===== config.mk =====
export PLATFORM = sky130hd
export DESIGN_NAME = sio_port
export DESIGN_NICKNAME = d
export VERILOG_FILES = /design/src/rtl/sio_pkg.sv /design/src/rtl/sio_baud.sv /design/src/rtl/sio_tx.sv /design/src/rtl/sio_rx.sv /design/src/rtl/sio_port.sv
export SDC_FILE = /design/constraint.sdc
export NUM_CORES = 1
export LEC_CHECK = 0
export CORE_UTILIZATION = 50
export DETAILED_ROUTE_END_ITERATION = 8
export PLACE_DENSITY = 0.72
export SYNTH_ARGS = -nofsm -noshare
export SYNTH_HDL_FRONTEND = slang
export SYNTH_SLANG_ARGS = --single-unit

===== constraint.sdc =====
create_clock -name clk -period 2.2 [get_ports clk]
set_input_delay 0.33 -clock clk [delete_from_list [all_inputs] [get_ports clk]]
set_output_delay 0.33 -clock clk [all_outputs]
set_load 0.005 [all_outputs]

===== src/rtl/sio_pkg.sv =====
package sio_pkg;
  localparam int OSR  = 16;
  localparam int SUBW = $clog2(OSR);
  localparam int ERRW = 3;

  typedef struct packed {
    logic par;
    logic frm;
    logic ovr;
  } err_t;
endpackage


===== src/rtl/sio_baud.sv =====
module sio_baud #(
  parameter int DIV = 4
) (
  input  logic clk,
  input  logic rst_n,
  output logic tick
);
  localparam int CW = (DIV > 1) ? $clog2(DIV) : 1;
  logic [CW-1:0] cnt;

  assign tick = (cnt == CW'(DIV - 1));

  always_ff @(posedge clk) begin
    if (!rst_n)    cnt <= '0;
    else if (tick) cnt <= '0;
    else           cnt <= cnt + 1'b1;
  end
endmodule


===== src/rtl/sio_tx.sv =====
module sio_tx
  import sio_pkg::*;
(
  input  logic       clk,
  input  logic       rst_n,
  input  logic       tick,
  input  logic       tx_en,
  input  logic       sync_mode,
  input  logic       par_en,
  input  logic       par_odd,
  input  logic       blocked,
  input  logic       in_valid,
  input  logic [7:0] in_data,
  output logic       in_ready,
  output logic       line,
  output logic       sclk,
  output logic       busy,
  output logic       samp,
  output logic       samp_last
);
  logic            full, msync;
  logic [7:0]      hold;
  logic [10:0]     sreg;
  logic [SUBW-1:0] sub;
  logic [3:0]      idx, last;
  logic            start, pbit;

  assign in_ready  = !full;
  assign pbit      = (^hold) ^ par_odd;
  assign start     = !busy && full && tx_en && tick && !(sync_mode && blocked);
  assign line      = busy ? sreg[0] : 1'b1;
  assign sclk      = !(busy && msync && (sub < SUBW'(OSR / 2)));
  assign samp      = busy && msync && tick && (sub == SUBW'(OSR / 2 - 1));
  assign samp_last = (idx == last);

  always_ff @(posedge clk) begin
    if (!rst_n) begin
      full  <= 1'b0;
      hold  <= '0;
      busy  <= 1'b0;
      msync <= 1'b0;
      sreg  <= '1;
      sub   <= '0;
      idx   <= '0;
      last  <= '0;
    end else begin
      if (in_valid && !full) begin
        full <= 1'b1;
        hold <= in_data;
      end
      if (start) begin
        full  <= 1'b0;
        busy  <= 1'b1;
        sub   <= '0;
        idx   <= '0;
        msync <= sync_mode;
        if (sync_mode) begin
          sreg <= {3'b111, hold};
          last <= 4'd7;
        end else if (par_en) begin
          sreg <= {1'b1, pbit, hold, 1'b0};
          last <= 4'd10;
        end else begin
          sreg <= {2'b11, hold, 1'b0};
          last <= 4'd9;
        end
      end else if (busy && tick) begin
        if (sub == SUBW'(OSR - 1)) begin
          sub  <= '0;
          sreg <= {1'b1, sreg[10:1]};
          idx  <= idx + 4'd1;
          if (idx == last) busy <= 1'b0;
        end else begin
          sub <= sub + 1'b1;
        end
      end
    end
  end
endmodule


===== src/rtl/sio_rx.sv =====
module sio_rx
  import sio_pkg::*;
(
  input  logic       clk,
  input  logic       rst_n,
  input  logic       tick,
  input  logic       rx_en,
  input  logic       sync_mode,
  input  logic       par_en,
  input  logic       par_odd,
  input  logic       rxd_s,
  input  logic       s_samp,
  input  logic       s_last,
  input  logic       out_ready,
  output logic       out_valid,
  output logic [7:0] out_data,
  output err_t       err_set
);
  logic            busy, pbit, mid, a_done, s_done, fin, occupied;
  logic [SUBW-1:0] sub;
  logic [3:0]      idx, stop_idx;
  logic [7:0]      sh, fin_data;

  always_comb begin
    stop_idx    = par_en ? 4'd10 : 4'd9;
    mid         = busy && !sync_mode && tick && (sub == SUBW'(OSR / 2 - 1));
    a_done      = mid && (idx == stop_idx);
    s_done      = sync_mode && rx_en && s_samp && s_last;
    fin         = a_done || s_done;
    fin_data    = sync_mode ? {rxd_s, sh[7:1]} : sh;
    occupied    = out_valid && !out_ready;
    err_set.ovr = fin && occupied;
    err_set.frm = a_done && !rxd_s;
    err_set.par = a_done && par_en && (pbit != ((^sh) ^ par_odd));
  end

  always_ff @(posedge clk) begin
    if (!rst_n) begin
      busy      <= 1'b0;
      sub       <= '0;
      idx       <= '0;
      sh        <= '0;
      pbit      <= 1'b0;
      out_valid <= 1'b0;
      out_data  <= '0;
    end else begin
      if (out_valid && out_ready) out_valid <= 1'b0;
      if (fin && !occupied) begin
        out_valid <= 1'b1;
        out_data  <= fin_data;
      end
      if (sync_mode && rx_en && s_samp) sh <= {rxd_s, sh[7:1]};
      if (!rx_en || sync_mode) begin
        busy <= 1'b0;
      end else if (!busy) begin
        if (tick && !rxd_s) begin
          busy <= 1'b1;
          sub  <= '0;
          idx  <= '0;
        end
      end else if (tick) begin
        sub <= sub + 1'b1;
        if (sub == SUBW'(OSR / 2 - 1)) begin
          idx <= idx + 4'd1;
          if (idx == 4'd0 && rxd_s)           busy <= 1'b0;
          else if (idx >= 4'd1 && idx <= 4'd8) sh  <= {rxd_s, sh[7:1]};
          else if (idx == 4'd9 && par_en)      pbit <= rxd_s;
          if (idx == stop_idx) busy <= 1'b0;
        end
      end
    end
  end
endmodule


===== src/rtl/sio_port.sv =====
module sio_port
  import sio_pkg::*;
#(
  parameter int DIV = 4
) (
  input  logic            clk,
  input  logic            rst_n,
  input  logic            tx_en,
  input  logic            rx_en,
  input  logic            sync_mode,
  input  logic            par_en,
  input  logic            par_odd,
  input  logic            pin_ovr,
  input  logic            pin_dir,
  input  logic            pin_dat,
  input  logic            err_wr,
  input  logic [ERRW-1:0] err_wdata,
  output logic [ERRW-1:0] err_flags,
  input  logic            tx_valid,
  output logic            tx_ready,
  input  logic [7:0]      tx_data,
  output logic            rx_valid,
  input  logic            rx_ready,
  output logic [7:0]      rx_data,
  output logic            txd,
  output logic            txd_oe,
  input  logic            rxd,
  output logic            sclk
);
  logic tick, line, tx_busy, samp, samp_last, rxd_m, rxd_s;
  err_t err_q, err_set;

  sio_baud #(.DIV(DIV)) u_baud (.clk(clk), .rst_n(rst_n), .tick(tick));

  sio_tx u_tx (
    .clk(clk), .rst_n(rst_n), .tick(tick), .tx_en(tx_en), .sync_mode(sync_mode),
    .par_en(par_en), .par_odd(par_odd), .blocked(|err_q), .in_valid(tx_valid),
    .in_data(tx_data), .in_ready(tx_ready), .line(line), .sclk(sclk),
    .busy(tx_busy), .samp(samp), .samp_last(samp_last)
  );

  sio_rx u_rx (
    .clk(clk), .rst_n(rst_n), .tick(tick), .rx_en(rx_en), .sync_mode(sync_mode),
    .par_en(par_en), .par_odd(par_odd), .rxd_s(rxd_s), .s_samp(samp),
    .s_last(samp_last), .out_ready(rx_ready), .out_valid(rx_valid),
    .out_data(rx_data), .err_set(err_set)
  );

  always_ff @(posedge clk) begin
    if (!rst_n) begin
      rxd_m <= 1'b1;
      rxd_s <= 1'b1;
      err_q <= '0;
    end else begin
      rxd_m <= rxd;
      rxd_s <= rxd_m;
      err_q <= (err_wr ? (err_q & err_t'(err_wdata)) : err_q) | err_set;
    end
  end

  assign err_flags = err_q;
  assign txd       = pin_ovr ? (pin_dir ? pin_dat : 1'b1) : line;
  assign txd_oe    = !pin_ovr || pin_dir;
endmodule


==> results of run 1 <==
## power by group
| part | switching, mW | internal [mW] |
|---|---|---|
| Sequential | 0.0194 | 1.22 |
| Clock | 0.456 | 0.520 |
| Combinational | 0.0893 | 0.111 |
## kinds of logic (layout without fill, tap and decap cells)
logic type | Yosys count | in the layout
AOI/OAI and AO/OA | 68 | 68
xor gates and xnor gates | 28 | 28
adders and majority gates | 7 | 7
buffers and inverters | 30 | 81
DFF | 66 | 66
muxes | 26 | 26
and+or+nand+nor | 141 | 141
## final cells by class
class,instances,area [um2]
fillers,529,2150
multi-input cells,270,1740
flip-flops and latches,66,1320
repair buffers,57,541
clock buffers,11,131
well taps,75,93.8
clock inverters,5,55.1
inverters,8,30.0
## what timing repair did
action	CTS	global route
setup endpoints to repair	0	2
gates resized for setup	0	1
setup buffers	0	0
## routing by layer
metal	vias to the layer above	wire length [um]	GRT usage, %
met5	-	0	0
met1	1295	3270	27.8
met4	0	51	8.77
met3	6	315	6.00
li1	1367	-	-
met2	55	3270	38.6
## stage by stage
step | hold slack [ps] | total power [mW] | instance area (um2) | worst slack [ps]
5_1_grt | 462 | 2.50 | 3920 | 29.0
3_3_place_gp | 400 | 1.46 | 3730 | 181
6_report | 432 | 2.41 | 3920 | 160
4_1_cts | 432 | 2.44 | 3910 | 128
2_1_floorplan | 386 | 1.37 | 3200 | 362
3_5_place_dp | 411 | 1.46 | 3730 | 94.2
## synth_stat cells, drive strengths merged, types with 2 or more instances
| library cell | number |
|---|---|
| nor3b | 5 |
| nand3 | 8 |
| and3 | 9 |
| nand4b | 2 |
| ha | 7 |
| o21ai | 16 |
| a211oi | 15 |
| xnor2 | 23 |
| a31oi | 2 |
| a21o | 2 |
| nor2b | 15 |
| nand4 | 3 |
| o211ai | 2 |
| xor2 | 5 |
| a21oi | 21 |
| nand3b | 2 |
| mux2i | 25 |
| and4b | 2 |
| nor2 | 39 |
| buf | 10 |
| o31ai | 2 |
| clkbuf | 12 |
| inv | 7 |
| nor3 | 9 |
| and2 | 4 |
| nand2 | 30 |
| nand2b | 8 |
| dfxtp | 66 |
| and3b | 2 |
## cell usage in the layout, fill, tap and decap left out, types with 3 or more instances in the layout
cell,n
nor2b_1,15
nor3b_1,5
nand4_1,3
dfxtp_1,66
mux2i_1,25
nand3_1,8
o21ai_1,4
nor3_1,9
clkbuf_8,9
nor2_1,39
inv_1,7
xor2_1,5
ha_1,7
clkdlybuf4s50_1,40
a21oi_1,21
buf_4,16
and3_1,9
o21ai_0,12
a211oi_1,15
nand2b_1,8
xnor2_1,23
and2_1,4
nand2_1,29
## flip-flops by register name (all words and copies together) (netlist names)
name and count:
u_tx.full 1, u_rx.sh 8, u_rx.out_data 8, u_tx.busy 1, u_rx.busy 1, rxd_m 1
u_baud.cnt 2, u_rx.idx 4, u_rx.pbit 1, rxd_s 1, u_tx.last 4, u_tx.hold 8
u_tx.sub 4, err_flags 3, u_tx.idx 4, u_tx.sreg 10, u_rx.out_valid 1, u_rx.sub 4
## critical path, cell delays in order (launching register included)
cell,delay (ps)
dfxtp_1,350
inv_1,90
ha_1,170
nor2b_1,210
mux2_2,360
o41a_2,500
mux2i_1,190
nor2_1,60
## worst min-delay path by stage
stage,to,from
finish,u_baud.cnt[0]$_SDFF_PP0_,u_baud.cnt[0]$_SDFF_PP0_
global route,rxd_s$_SDFF_PN1_,rxd_m$_SDFF_PN1_
CTS,u_baud.cnt[0]$_SDFF_PP0_,u_baud.cnt[0]$_SDFF_PP0_
detailed placement,rxd_s$_SDFF_PN1_,rxd_m$_SDFF_PN1_
global placement,rxd_s$_SDFF_PN1_,rxd_m$_SDFF_PN1_
floorplan,rxd_s$_SDFF_PN1_,rxd_m$_SDFF_PN1_
==> reports/metrics.cfg, run 1 <==
[run_status]
run_status=finished, final reports clean

[die]
start_util_pct=52.8
io_pins=41
core_mm2=0.00606
chipHeight_um=82.0
die_w_um=82.0
die-area_mm2=0.00673
rows=28

[hold_path]
min_path_cells=1
hold_path.class=reg2reg

[pwr]
vdd_drop_max_mv=0.457
p_leak_nw=1.54
p_per_area_mw_per_mm2=616

[grt]
grt_pass1_vias=2544
antenna_found_initial=0
grt_use_total_pct=22.9
grt_max_degree=44
grt.overflow.total=0
grt_pass1_wl_um=11600

[route]
via_count=2723
wl_um=6900
vias_per_cell=5.53
drt_first_pass_iters=4
drtIter0Drc=76
detail_route.wl_per_cell_um=14.0
ant_nets=0
drc=0

[cts]
h-tree-depth=3
clk_latency_ps=340
numCtsBuffers=9
clkTransAtPathRegs_ps=70
clockBufferDepth=2
clock-sinks=66
cts_tree=done
ctsHoldBuffers=0
cts-root-buf=clkbuf_8

[timing]
rsz0062_at_grt=false
hold_viol=0
timing.fmax_mhz=490
slew_viol_final=0
finClkSkew_ps=7.21
finalCritPeriodShare_pct=92.7
tns_ps=0
tightestPinTransition_ps=439
final-setup-viol-count=0
slew_headroom_pct=70.6
min_period_ps=2040

[critical_path]
worst-r2r-setup-slack_ps=160
arrival_ps=2270
crit_end=u_rx.sh[4]$_SDFF_PN0_
startpoint=u_rx.idx[1]$_SDFFE_PN0P_
cp-start-kind=flip-flop
r2r_end=u_rx.sh[4]$_SDFF_PN0_
critPathKind=reg2reg
critPathMaxFanout=8
r2r-start=u_rx.idx[1]$_SDFFE_PN0P_
cp-end-kind=flip-flop
reg2reg_depth=7
cp.required_ps=2430

[yosys]
synth-edff-count=0
syn_nets=398
synthAdderAreaFrac_pct=2.73
synthTopCellsByArea=dfxtp_1 (41%), mux2i_1 (7.8%), xnor2_1 (6.3%)
yosysSeqAreaShare_pct=41.3
synth_top_family_by_area=simple AND/OR/NAND/NOR gates
yosys.cell_types.count=46
yosys.area.top_type=dfxtp_1
synth_top_area_share_pct=41.3
synth_warnings=0
ys_seq_elements=66
netlist_area_mm2=0.00320
syn_inst=366
synth-xor-area-share_pct=7.66
synth_flop_cell=dfxtp_1
async_flop_share_pct=0
synth_simple_gate_area_share_pct=22.5
muxShareOfSynthArea_pct=8.16
synth_area_per_cell_um2=8.75
synth_compound_area_share_pct=13.3

[placement]
place_congestion=0.810
port_buffers=40
hpwlAfterDp_um=4850
dp.cells=476

[final_layout]
area_delta_synth_final_pct=22.2
layout.cells.non_filler=492
fin_util_pct=64.6
antenna_cells_inserted=0
fin_nets=444
drive_gt1_share_pct=8.15

[run]
maxCapViolations=0

Note: power is estimated with default switching activity, not from simulation.
==> run 2: changes to the inputs <==
--- a/config.mk
+++ b/config.mk
@@ -7,7 +7,8 @@
 export LEC_CHECK = 0
 export CORE_UTILIZATION = 50
 export DETAILED_ROUTE_END_ITERATION = 8
-export PLACE_DENSITY = 0.72
+export PLACE_DENSITY = 0.71
 export SYNTH_ARGS = -nofsm -noshare
 export SYNTH_HDL_FRONTEND = slang
+export SYNTH_HIERARCHICAL = 1
 export SYNTH_SLANG_ARGS = --single-unit
==> reports/metrics.cfg, run 2 <==
[final_layout]
seq_area_mm2=0.00132
layout.cells.non_filler=508
area_delta_synth_final_pct=20.8
largest_reg_flops=10
num-fill-cells=607
fin_nets=439
layout_commonest_cell=dfxtp_1
layout_common_cells=dfxtp_1 (66), clkdlybuf4s50_1 (40), nand2_1 (24)
multi_input_area_mm2=0.00198
drive_gt1_share_pct=14.6
regMostFlops=u_tx/sreg
antenna_cells_inserted=0

[route]
via_count=2759
wl_um=7400
vias_per_cell=5.43
drt_first_pass_iters=4
drc=0
ant_nets=0
drtIter0Drc=126
detail_route.wl_per_cell_um=14.6

[die]
rows=30
chipHeight_um=85.9
die_w_um=85.9
io_pins=41
start_util_pct=51.7
core_mm2=0.00679
die-area_mm2=0.00737

[timing]
final-setup-viol-count=0
fin_ws_ps=191
rsz0062_at_grt=false
finalCritPeriodShare_pct=91.3
min_period_ps=2010
hold_viol=0
timing.fmax_mhz=498
finClkSkew_ps=10.5
slew_headroom_pct=55.6
tns_ps=0
slew_viol_final=0
tightestPinTransition_ps=666

[critical_path]
cp.required_ps=1870
r2r-start=u_tx/sub[0]$_SDFFE_PP0P_
critPathKind=reg2out
worst-r2r-setup-slack_ps=200
cp-end-kind=output port
r2r_end=u_rx/out_data[1]$_SDFFE_PN0P_
critPathMaxFanout=9
arrival_ps=1680
reg2reg_depth=6
cp-start-kind=flip-flop

[placement]
place_congestion=0.825
dp.cells=492
hpwlAfterDp_um=5220
post-place-ws_ps=129
port_buffers=40

[pwr]
p_per_area_mw_per_mm2=665
p_leak_nw=1.67
vdd_drop_max_mv=0.385
totalPowerFinal_mw=2.82

[yosys]
syn_inst=366
netlist_area_mm2=0.00352
syn_nets=398
synth_common_cells=dfxtp_1 (66), nand2_1 (24), nor2_1 (22)
async_flop_share_pct=0
yosysSeqAreaShare_pct=37.6
synthTopCellsByArea=dfxtp_1 (38%), mux2i_1 (4.8%), a211oi_1 (4.3%)
post-synth-top-count-cell=dfxtp_1
synth_top_area_share_pct=37.6
yosys.area.top_type=dfxtp_1
synth_area_per_cell_um2=9.61
ys_seq_elements=66
yosys.cell_types.count=64
synth_warnings=6
synth_flop_cell=dfxtp_1
synth-edff-count=0

[grt]
antenna_found_initial=0
grt_pass1_vias=2647
grt_use_total_pct=22.2
grt.overflow.total=0
grt_max_degree=44
grt_pass1_wl_um=12700

[hold_path]
min_to=rxd_s$_SDFF_PN1_
min_path_cells=1
min_from=rxd_m$_SDFF_PN1_
hold_path.class=reg2reg

[cts]
ctsResizeCount=0
cts_tree=done
cts-root-buf=clkbuf_8
h-tree-depth=3
cts_setup_buffers=0
ctsHoldBuffers=0
numCtsBuffers=9
clk_latency_ps=350
clockBufferDepth=2
clock-sinks=66
clkTransAtPathRegs_ps=80

[run_status]
run_status=finished, final reports clean

[run]
maxCapViolations=0

## run 2: layout make-up
class / count / share of cell area, %
inverter: 16 / 1.41
tap: 96 / 2.83
clock buffer: 10 / 3.24
clock inverter: 6 / 3.24
timing repair buffer: 50 / 11.5
multi-input combinational: 264 / 46.7
sequential: 66 / 31.1
## run 2: report_power, final
| part | leakage [nW] | total [mW] | switching [mW] | internal (mW) |
|---|---|---|---|---|
| Sequential | 0.535 | 1.23 | 0.0184 | 1.21 |
| Combinational | 0.995 | 0.204 | 0.0890 | 0.115 |
| Clock | 0.137 | 1.39 | 0.483 | 0.902 |
| Total | 1.67 | 2.82 | 0.591 | 2.23 |
## run 2: through the flow
step | utilization [%] | cell area [um2] | hold slack (ps)
3_3_place_gp | 58.5 | 3970 | 399
5_1_grt | 62.5 | 4250 | 447
4_1_cts | 62.5 | 4250 | 421
3_5_place_dp | 58.5 | 3970 | 401
2_1_floorplan | - | 3520 | 386
6_report | 62.5 | 4250 | 416
## run 2: routing by layer
layer	wire (um)	up-vias	global-route usage (%)
li1	-	1387	-
met1	3620	1316	28.7
met2	3470	48	36.4
met3	230	8	5.39
met4	78	0	7.27
met5	0	-	0
## run 2: kinds of logic (layout without fill, tap and decap cells)
| logic type | Yosys count | count (layout) | synth area share (%) |
|---|---|---|---|
| and+or+nand+nor | 134 | 134 | 23.1 |
| muxes | 17 | 17 | 4.84 |
| AOI/OAI and AO/OA | 79 | 79 | 18.4 |
| DFF | 66 | 66 | 37.6 |
| adders and majority gates | 7 | 7 | 2.49 |
| buffers and inverters | 36 | 82 | 6.05 |
| xor gates and xnor gates | 27 | 27 | 7.51 |
## run 2: worst max-delay path, cell delays in order, from the launching register on
cell and delay (ps):
dfxtp_1 480, or2b_1 260, nor2_1 110, a31oi_1 50, clkdlybuf4s50_1 440
## run 2: how the worst max path moves through the flow
stage                                               end  cells after the start  slack (ps)                      from
after floorplan           u_rx/out_data[0]$_SDFFE_PN0P_                      7         200  u_baud/cnt[0]$_SDFF_PP0_
after global placement          err_flags[2]$_SDFF_PN0_                      7         160                   par_odd
after detailed placement        err_flags[2]$_SDFF_PN0_                      7         130                    par_en
after CTS                                           txd                      4         160    u_tx/busy$_SDFFE_PN0P_
after global routing      u_rx/out_data[1]$_SDFFE_PN0P_                      6          60  u_tx/sub[0]$_SDFFE_PP0P_
final                                               txd                      4         190    u_tx/busy$_SDFFE_PN0P_
==> run 3: changes to the inputs <==
--- a/config.mk
+++ b/config.mk
@@ -8,6 +8,7 @@
 export CORE_UTILIZATION = 50
 export DETAILED_ROUTE_END_ITERATION = 8
 export PLACE_DENSITY = 0.71
+export SLEW_MARGIN = 40
 export SYNTH_ARGS = -nofsm -noshare
 export SYNTH_HDL_FRONTEND = slang
 export SYNTH_HIERARCHICAL = 1
==> results of run 3 <==
No change in the layout: final DEF, timing and power equal those of run 2.
